[src/rtl/oneshot_pkg.sv]
package oneshot_pkg;

    // Timing phase of the one-shot
    typedef enum logic [1:0] {
        PH_IDLE = 2'd0,   // output low, waiting for an edge
        PH_HOLD = 2'd1,   // hold-off: edges discarded
        PH_TIME = 2'd2    // timing: edges may retrigger
    } phase_e;

endpackage

[src/rtl/os_sync.sv]
module os_sync #(
    parameter int WIDTH  = 3,
    parameter int STAGES = 2
) (
    input  logic             clk_i,
    input  logic [WIDTH-1:0] async_i,
    output logic [WIDTH-1:0] sync_o
);

    logic [WIDTH-1:0] stage_q [STAGES] = '{default: '0};

    always_ff @(posedge clk_i) begin
        stage_q[0] <= async_i;
    end

    for (genvar s = 1; s < STAGES; s++) begin : g_stage
        always_ff @(posedge clk_i) begin
            stage_q[s] <= stage_q[s-1];
        end
    end

    assign sync_o = stage_q[STAGES-1];

endmodule

[src/rtl/os_edge.sv]
module os_edge (
    input  logic clk_i,
    input  logic lvl_hi_i,
    input  logic lvl_lo_i,
    output logic hit_o
);

    typedef struct packed {
        logic hi;
        logic lo;
    } prev_t;

    prev_t prev_d;
    prev_t prev_q = '0;

    always_comb begin
        prev_d    = prev_q;
        prev_d.hi = lvl_hi_i;
        prev_d.lo = lvl_lo_i;
    end

    always_ff @(posedge clk_i) begin
        prev_q <= prev_d;
    end

    // rising edge on hi qualified by lo high, falling edge on lo qualified by hi low
    assign hit_o = (lvl_hi_i & ~prev_q.hi & lvl_lo_i) |
                   (~lvl_lo_i & prev_q.lo & ~lvl_hi_i);

endmodule

[src/rtl/os_powerup.sv]
module os_powerup #(
    parameter int POWERUP_CYCLES = 8
) (
    input  logic clk_i,
    output logic busy_o
);

    localparam int PW = $clog2(POWERUP_CYCLES + 1);
    localparam logic [PW-1:0] LIMIT = PW'(POWERUP_CYCLES);

    logic [PW-1:0] cnt_d;
    logic [PW-1:0] cnt_q = '0;

    always_comb begin
        cnt_d = cnt_q;
        if (cnt_q < LIMIT) cnt_d = cnt_q + 1'b1;
    end

    always_ff @(posedge clk_i) begin
        cnt_q <= cnt_d;
    end

    assign busy_o = (cnt_q < LIMIT);

endmodule

[src/rtl/os_timer.sv]
module os_timer
    import oneshot_pkg::*;
#(
    parameter int CNT_W = 8
) (
    input  logic             clk_i,
    input  logic             hit_i,
    input  logic             run_en_i,
    input  logic             rearm_en_i,
    input  logic [CNT_W-1:0] pulse_len_i,
    input  logic [CNT_W-1:0] holdoff_len_i,
    output logic             pulse_o
);

    typedef struct packed {
        phase_e           phase;
        logic             pulse;
        logic [CNT_W-1:0] elapsed;
    } tstate_t;

    localparam tstate_t IDLE_ST = '{phase: PH_IDLE, pulse: 1'b0, elapsed: '0};

    tstate_t st_d;
    tstate_t st_q = IDLE_ST;
    logic    accept;
    logic [CNT_W-1:0] next_elapsed;

    always_comb begin
        accept = hit_i && ((st_q.phase == PH_IDLE) ||
                           (st_q.phase == PH_TIME && rearm_en_i));
        next_elapsed = st_q.elapsed + 1'b1;
        st_d = st_q;
        if (!run_en_i) begin
            st_d = IDLE_ST;
        end else if (accept) begin
            st_d.pulse   = 1'b1;
            st_d.elapsed = {{(CNT_W-1){1'b0}}, 1'b1};
            st_d.phase   = (holdoff_len_i != '0) ? PH_HOLD : PH_TIME;
        end else if (st_q.pulse) begin
            if (st_q.elapsed == pulse_len_i) begin
                st_d = IDLE_ST;
            end else begin
                st_d.elapsed = next_elapsed;
                st_d.phase   = (next_elapsed <= holdoff_len_i) ? PH_HOLD : PH_TIME;
            end
        end
    end

    always_ff @(posedge clk_i) begin
        st_q <= st_d;
    end

    assign pulse_o = st_q.pulse;

endmodule

[src/rtl/retrig_oneshot.sv]
module retrig_oneshot #(
    parameter int CNT_W          = 8,
    parameter int SYNC_STAGES    = 2,
    parameter int POWERUP_CYCLES = 8
) (
    input  logic             clk_i,
    input  logic             arm_hi_i,
    input  logic             arm_lo_i,
    input  logic             clear_n_i,
    input  logic             rearm_en_i,
    input  logic [CNT_W-1:0] pulse_len_i,
    input  logic [CNT_W-1:0] holdoff_len_i,
    output logic             pulse_o,
    output logic             pulse_n_o
);

    localparam int N_ASYNC = 3;

    logic [N_ASYNC-1:0] raw_in;
    logic [N_ASYNC-1:0] sync_in;
    logic               lvl_hi;
    logic               lvl_lo;
    logic               clear_sync;
    logic               hit;
    logic               pwr_busy;
    logic               run_en;
    logic               pulse;

    assign raw_in = {clear_n_i, arm_lo_i, arm_hi_i};

    os_sync #(.WIDTH(N_ASYNC), .STAGES(SYNC_STAGES)) u_sync (
        .clk_i   (clk_i),
        .async_i (raw_in),
        .sync_o  (sync_in)
    );

    assign lvl_hi     = sync_in[0];
    assign lvl_lo     = sync_in[1];
    assign clear_sync = sync_in[2];

    os_edge u_edge (
        .clk_i    (clk_i),
        .lvl_hi_i (lvl_hi),
        .lvl_lo_i (lvl_lo),
        .hit_o    (hit)
    );

    os_powerup #(.POWERUP_CYCLES(POWERUP_CYCLES)) u_pwr (
        .clk_i  (clk_i),
        .busy_o (pwr_busy)
    );

    assign run_en = clear_sync & ~pwr_busy;

    os_timer #(.CNT_W(CNT_W)) u_timer (
        .clk_i         (clk_i),
        .hit_i         (hit),
        .run_en_i      (run_en),
        .rearm_en_i    (rearm_en_i),
        .pulse_len_i   (pulse_len_i),
        .holdoff_len_i (holdoff_len_i),
        .pulse_o       (pulse)
    );

    assign pulse_o   = pulse;
    assign pulse_n_o = ~pulse;

endmodule

[config.mk]
export PLATFORM = sky130hd
export DESIGN_NAME = retrig_oneshot
export DESIGN_NICKNAME = d
export VERILOG_FILES = /design/src/rtl/oneshot_pkg.sv /design/src/rtl/os_sync.sv /design/src/rtl/os_edge.sv /design/src/rtl/os_powerup.sv /design/src/rtl/os_timer.sv /design/src/rtl/retrig_oneshot.sv
export SDC_FILE = /design/constraint.sdc
export NUM_CORES = 1
export LEC_CHECK = 0
export CAP_MARGIN = 0
export CORE_MARGIN = 8
export CORE_UTILIZATION = 55
export DETAILED_ROUTE_END_ITERATION = 16
export DONT_BUFFER_PORTS = 1
export PLACE_DENSITY_LB_ADDON = 0.1
export SLEW_MARGIN = 20
export SYNTH_ARGS = -nofsm -noshare
export SYNTH_HDL_FRONTEND = slang
export SYNTH_SLANG_ARGS = --single-unit
[constraint.sdc]
create_clock -name clk_i -period 3.2 [get_ports clk_i]
set_input_delay 0.48 -clock clk_i [delete_from_list [all_inputs] [get_ports clk_i]]
set_output_delay 0.48 -clock clk_i [all_outputs]
set_load 0.03 [all_outputs]
### Word-level counts from Yosys, hierarchy flattened

Memory sizes are Yosys's and may differ from the RTL's.
Cells that the tools add are included.

| cells by class | value |
|---|---|
| order comparisons | 2 |
| muxes and demuxes | 7 |
| bitwise operators | 12 |
| $mul | 0 |
| equality and inequality tests | 2 |
| div/mod/pow operators | 0 |
| shift operators | 0 |
| add/subtract/negate cells | 2 |
| reduce and logical (&&, ||, !) cells | 7 |

Operator list:

| kind | count |
|---|---|
| 11-bit two-way mux | 2 |
| 8-bit by 1-bit adder with 8-bit output, second input constant | 1 |
| 8-bit equality test | 1 |
| 8-bit <= comparator | 1 |
| 8-bit two-way mux | 1 |
| 8-bit nonzero test | 1 |
| 2-bit two-way mux | 3 |
| 1-bit NOT | 6 |
| 1-bit AND | 5 |
| 4-bit by 1-bit adder with 4-bit output, second input constant | 1 |
| 4-bit < comparator, second input constant | 1 |
| 2-bit equality test, second input constant | 1 |
| 1-bit logical AND | 2 |
| 2-bit zero test | 1 |
| 2-bit nonzero test | 1 |
| 2-bit OR reduction | 1 |
| 1-bit logical OR | 1 |
| 1-bit two-way mux | 1 |
| 1-bit OR | 1 |

| storage, ports and cells | value |
|---|---|
| input port bits | 21 |
| bits in latches | 0 |
| output and inout bits | 2 |
| flip-flop bits (word level) | 17 |
| bits in writable memories | 6 |
| memories | 1 |
| ROM bits | 0 |

Memories:

| memory | depth | bits a word | read ports | clocked after Yosys merged registers in | write ports | line | text |
|---|---|---|---|---|---|---|---|
| u_sync.stage_q | 2 | 3 | 2 | 0 | 2 | os_sync.sv:10 | `logic [WIDTH-1:0] stage_q [STAGES] = '{default: '0};` |

### Logic depth before layout (Yosys ltp)

| depth | value |
|---|---|
| depth in word-level cells | 6 |
| depth in mapped cells | 10 |
| depth with buffers taken out | 10 |

### Modules after synthesis

From an unflattened synthesis, not the netlist that was laid out.

| unflattened totals | value |
|---|---|
| cell total of the unflattened synthesis | 127 |
| area, all modules | 1,218.7 µm² |

Modules (own cells, without submodules):

| module | area an instance (µm²) | times used | cells an instance |
|---|---|---|---|
| os_timer | 834.6 | 1 | 101 |
| os_powerup | 167.7 | 1 | 10 |
| os_sync | 142.6 | 1 | 9 |
| os_edge | 56.3 | 1 | 5 |
| retrig_oneshot | 17.5 | 1 | 2 |

### Least setup slack after synthesis

Ideal clock, no wire load.

| timing path | value |
|---|---|
| path kind | register to register |
| start | register u_timer.st_q[0] in the netlist's numbering |
| end | register u_timer.st_q[9] in the netlist's numbering |
| stages on the path, launching flop included | 11 |
| slack | 1.074 ns |
| arrival time | 2.047 ns |
| library setup time | 0.079 ns |
| path buffers | 0 |
| cells stage by stage | dfxtp_1 > ha_1 > and3_1 > nand3_1 > xnor2_1 > ha_1 > a21oi_1 > nand2_1 > a21o_1 > o211a_1 > a211oi_2 |

| between the ends | value |
|---|---|
| longest elaborated chain between the ends | 6 |

RTL lines:

| element | line | text |
|---|---|---|
| start: declaration | os_timer.sv:24 | `tstate_t st_q = IDLE_ST;` |
| start signal: assignment | os_timer.sv:50 | `st_q <= st_d;` |
| 8-bit by 1-bit adder with 8-bit output | os_timer.sv:31 | `next_elapsed = st_q.elapsed + 1'b1;` |
| 8-bit <= comparator | os_timer.sv:44 | `st_d.phase = (next_elapsed <= holdoff_len_i) ? PH_HOLD : PH_TIME;` |
| 2-bit two-way mux | os_timer.sv:44 |  |
| 2-bit two-way mux (*) | os_timer.sv:40 | `if (st_q.elapsed == pulse_len_i) begin` |
| 11-bit two-way mux (*) | os_timer.sv:39 | `end else if (st_q.pulse) begin` |
| 11-bit two-way mux (*) | os_timer.sv:35 | `end else if (accept) begin` |

Every way passes the cells marked *; elsewhere a longest branch is shown, timed or not. The select of a mux whose other input is x is not followed.
A chain may end at the register's enable or synchronous reset.

### Worst setup path in the final report

Same ends and word-level chain as after synthesis.

==> metrics.csv <==
stage;metric;value;unit
outcome;status;completed;
floorplan;Rows;16;
cts;TritonCTS Buffers;3;
timing;Worst-Margin Slew;0.8334;ns
cells_and_area;layout cells sized above 1;7.377;%
cells_and_area;Ant. Diodes;0;
timing;relative slew slack;44.44;%
route;drt initial violations;38;
global_route;initial antenna violation count;0;
logic_synthesis;register area share after synthesis;42.74;%
cts;Post-CTS Resized;0;
cts;CTS Hold Bufs;0;
global_route;vias in the first global route;867;
cells_and_area;fin area;1224;um^2
power_and_ir_drop;leakage;0.5395;nW
timing;fin. max-slew vios;0;
floorplan;I/O Pins;23;
cts;Sink Count;23;
logic_synthesis;Avg Inst Size Synth;9.759;um^2
power_and_ir_drop;PwrDens;371.6;nW/um^2
place;dpl ws;0.9203;ns
worst_setup_path;CP Class;reg -> reg;
cts;clock tree from TritonCTS;yes;
route;post-route ant nets;0;
cells_and_area;fin util;61.74;%
timing;Tmin final;2.288;ns
cells_and_area;commonest non-fill, non-tap cells in the layout;dfxtp_1, xor2_1, inv_1, nor2_1, ha_1;
cells_and_area;FF/Latch Area;500.5;um^2
logic_synthesis;area of the mapped netlist;1171;um^2
floorplan;Initial Util;59.09;%
global_route;gr ovfl total;0;
worst_setup_path;Worst Path Arrival;2.53;ns
route;DRT Pass-1 Iters;4;
logic_synthesis;Syn Inst Count;120;
cts;worst-skew pair later-pin latency;0.31;ns
cells_and_area;Layout area overhead;4.487;%
timing;Worst Clk Skew;0.006332;ns
logic_synthesis;post-synth net total;151;
cells_and_area;Multi-input gate area;620.6;um^2
cells_and_area;filler cell count;178;
cells_and_area;Non-Filler Instances;149;
route;routed wire length per instance;15.33;um
timing;final setup vio count;0;
logic_synthesis;YS warnings;0;
cts;H-tree levels;1;
place;placed insts;145;
power_and_ir_drop;P_int;0.3560;mW
worst_setup_path;Crit. End Element;flip-flop;
timing;RSZ-0062 raised after global routing;false;
cts;Worst-path clk slew;0.12;ns
route;vias after detailed routing;858;
floorplan;Die Y;62.15;um
cells_and_area;commonest non-fill, non-tap cell in the layout;dfxtp_1;
power_and_ir_drop;Switching Share;21.70;%
logic_synthesis;number of distinct library cells after synthesis;29;
power_and_ir_drop;Peak VDD IR;0.3002;mV
route;DRC Markers;0;
place;IO Port Bufs;0;
power_and_ir_drop;Seq pwr share;66.1;%
global_route;largest net degree at the start of global routing;14;
timing;Final WS setup;0.9116;ns
place;Placed Instance Area;1196;um^2
logic_synthesis;Yosys reg bits;23;
floorplan;die width;62.15;um
cells_and_area;Layout Nets;154;
cts;post-CTS setup buffer count;0;
timing;fmax;0.4370;GHz
hold_path;Worst Hold Class;in -> reg;
route;final wirelength;2284;um
cts;clock tree buffer depth;2;
worst_setup_path;Startpoint Class;flip-flop;
run;Max Cap Viol;0;
place;RD Place Congestion;0.8522;
cts;clk root buf;clkbuf_4;
floorplan;total core area;1982;um^2
worst_setup_path;CP max FO;6;
power_and_ir_drop;Clock power frac;29.1;%
global_route;first-pass GRT wire length;3843;um
route;vias per cell;5.758;
power_and_ir_drop;Logic pwr share;4.8;%
worst_setup_path;Critical Path RT;3.45;ns
timing;TNS Setup;0;ns
timing;Hold Vio Cnt, Final;0;
floorplan;total die area;3862;um^2
global_route;Overall Global Routing Usage;11.99;%
timing;period utilisation layout;71.51;%
place;HPWL reported at the end of detailed placement;1835;um
power_and_ir_drop;Switch Pwr;0.09868;mW
[synthesized netlist by cell type]
cell type / instances / area (um^2)
buf_2: 1 / 5.000
xnor2_1: 3 / 26.28
a221oi_4: 1 / 26.28
edfxtp_1: 4 / 120.1
clkbuf_1: 1 / 3.750
a21oi_1: 5 / 25.02
a21o_1: 1 / 7.510
a22oi_1: 7 / 52.55
nor2_1: 11 / 41.29
nor2b_1: 1 / 6.260
nand4_1: 2 / 12.51
o211ai_1: 2 / 15.01
nor3_1: 1 / 5.000
dfxtp_1: 19 / 380.4
ha_1: 10 / 125.1
nand3b_1: 1 / 7.510
nor4_1: 4 / 25.02
nor2_2: 1 / 6.260
o21ai_0: 2 / 10.01
xor2_1: 13 / 113.9
o211a_1: 1 / 10.01
a211oi_2: 1 / 12.51
or3b_4: 1 / 11.26
inv_1: 11 / 41.29
a221o_2: 1 / 11.26
a31oi_1: 1 / 6.260
nand2_1: 6 / 22.52
and3_1: 1 / 6.260
nand3_1: 7 / 35.03
[registers in the layout (all words and copies together), names as in the netlist]
name,count
u_timer.pulse_o,1
u_timer.st_q,10
u_edge.prev_q,2
u_sync.stage_q,6
u_pwr.cnt_q,4
[final timing paths]
check | start | end | slack (ns) | cells after the start
setup reg to reg | u_timer.st_q[0] | u_timer.st_q[9] | 0.91 | 10
hold reg to reg | u_sync.stage_q[0][0] | u_sync.stage_q[0][3] | 0.34 | 0
hold / removal | arm_lo_i | u_sync.stage_q[0][1] | 0.19 | 0
setup / recovery | u_timer.st_q[0] | u_timer.st_q[9] | 0.91 | 10
[layer usage]
layer	vias up	global-route usage (%)	share of wire, %
met1	397	13.28	40
li1	428	-	-
met4	0	4.956	0.53
met2	31	20.70	52
met3	2	3.584	7.4
met5	-	0	0
[final cells by class]
cell class	instances	share of cell area, %
Clock buffer	3	1.840
Clock inverter	1	0.4090
Inverter	11	3.374
Multi-Input combinational cell	84	50.72
Sequential cell	23	40.90
Tap cell	27	2.761
[power by group through the flow]
stage	combinational [mW]	clock, mW	sequential (mW)
final	0.0219	0.132	0.300
after detailed placement	0.0218	0	0.307
after CTS	0.0219	0.136	0.301
after global routing	0.0247	0.146	0.301
after floorplan	0.0186	0	0.306
after global placement	0.0214	0	0.307
[stage by stage]
| step | total power, mW | hold WS, ns |
|---|---|---|
| after floorplan | 0.3250 | 0.3096 |
| after global placement | 0.3281 | 0.3098 |
| after detailed placement | 0.3289 | 0.3143 |
| after CTS | 0.4587 | 0.1795 |
| after global routing | 0.4717 | 0.1639 |
| final | 0.4547 | 0.1864 |
[cell families after synthesis]
family | Yosys count | synth area share (%)
compound gates | 22 | 15.06
xor+xnor | 16 | 11.97
fa+ha+maj | 10 | 10.68
buf+inv | 13 | 4.273
flops | 23 | 42.74
simple gates | 36 | 15.28
[critical path: stages, from the launching register on]
cell and delay [ns]:
dfxtp_1 0.45, ha_1 0.21, and3_1 0.19, nand3_1 0.10, xnor2_1 0.20, ha_1 0.29
a21oi_1 0.15, nand2_1 0.06, a21o_1 0.18, o211a_1 0.21, a211oi_2 0.18
Power figures use the tool's default switching activity.
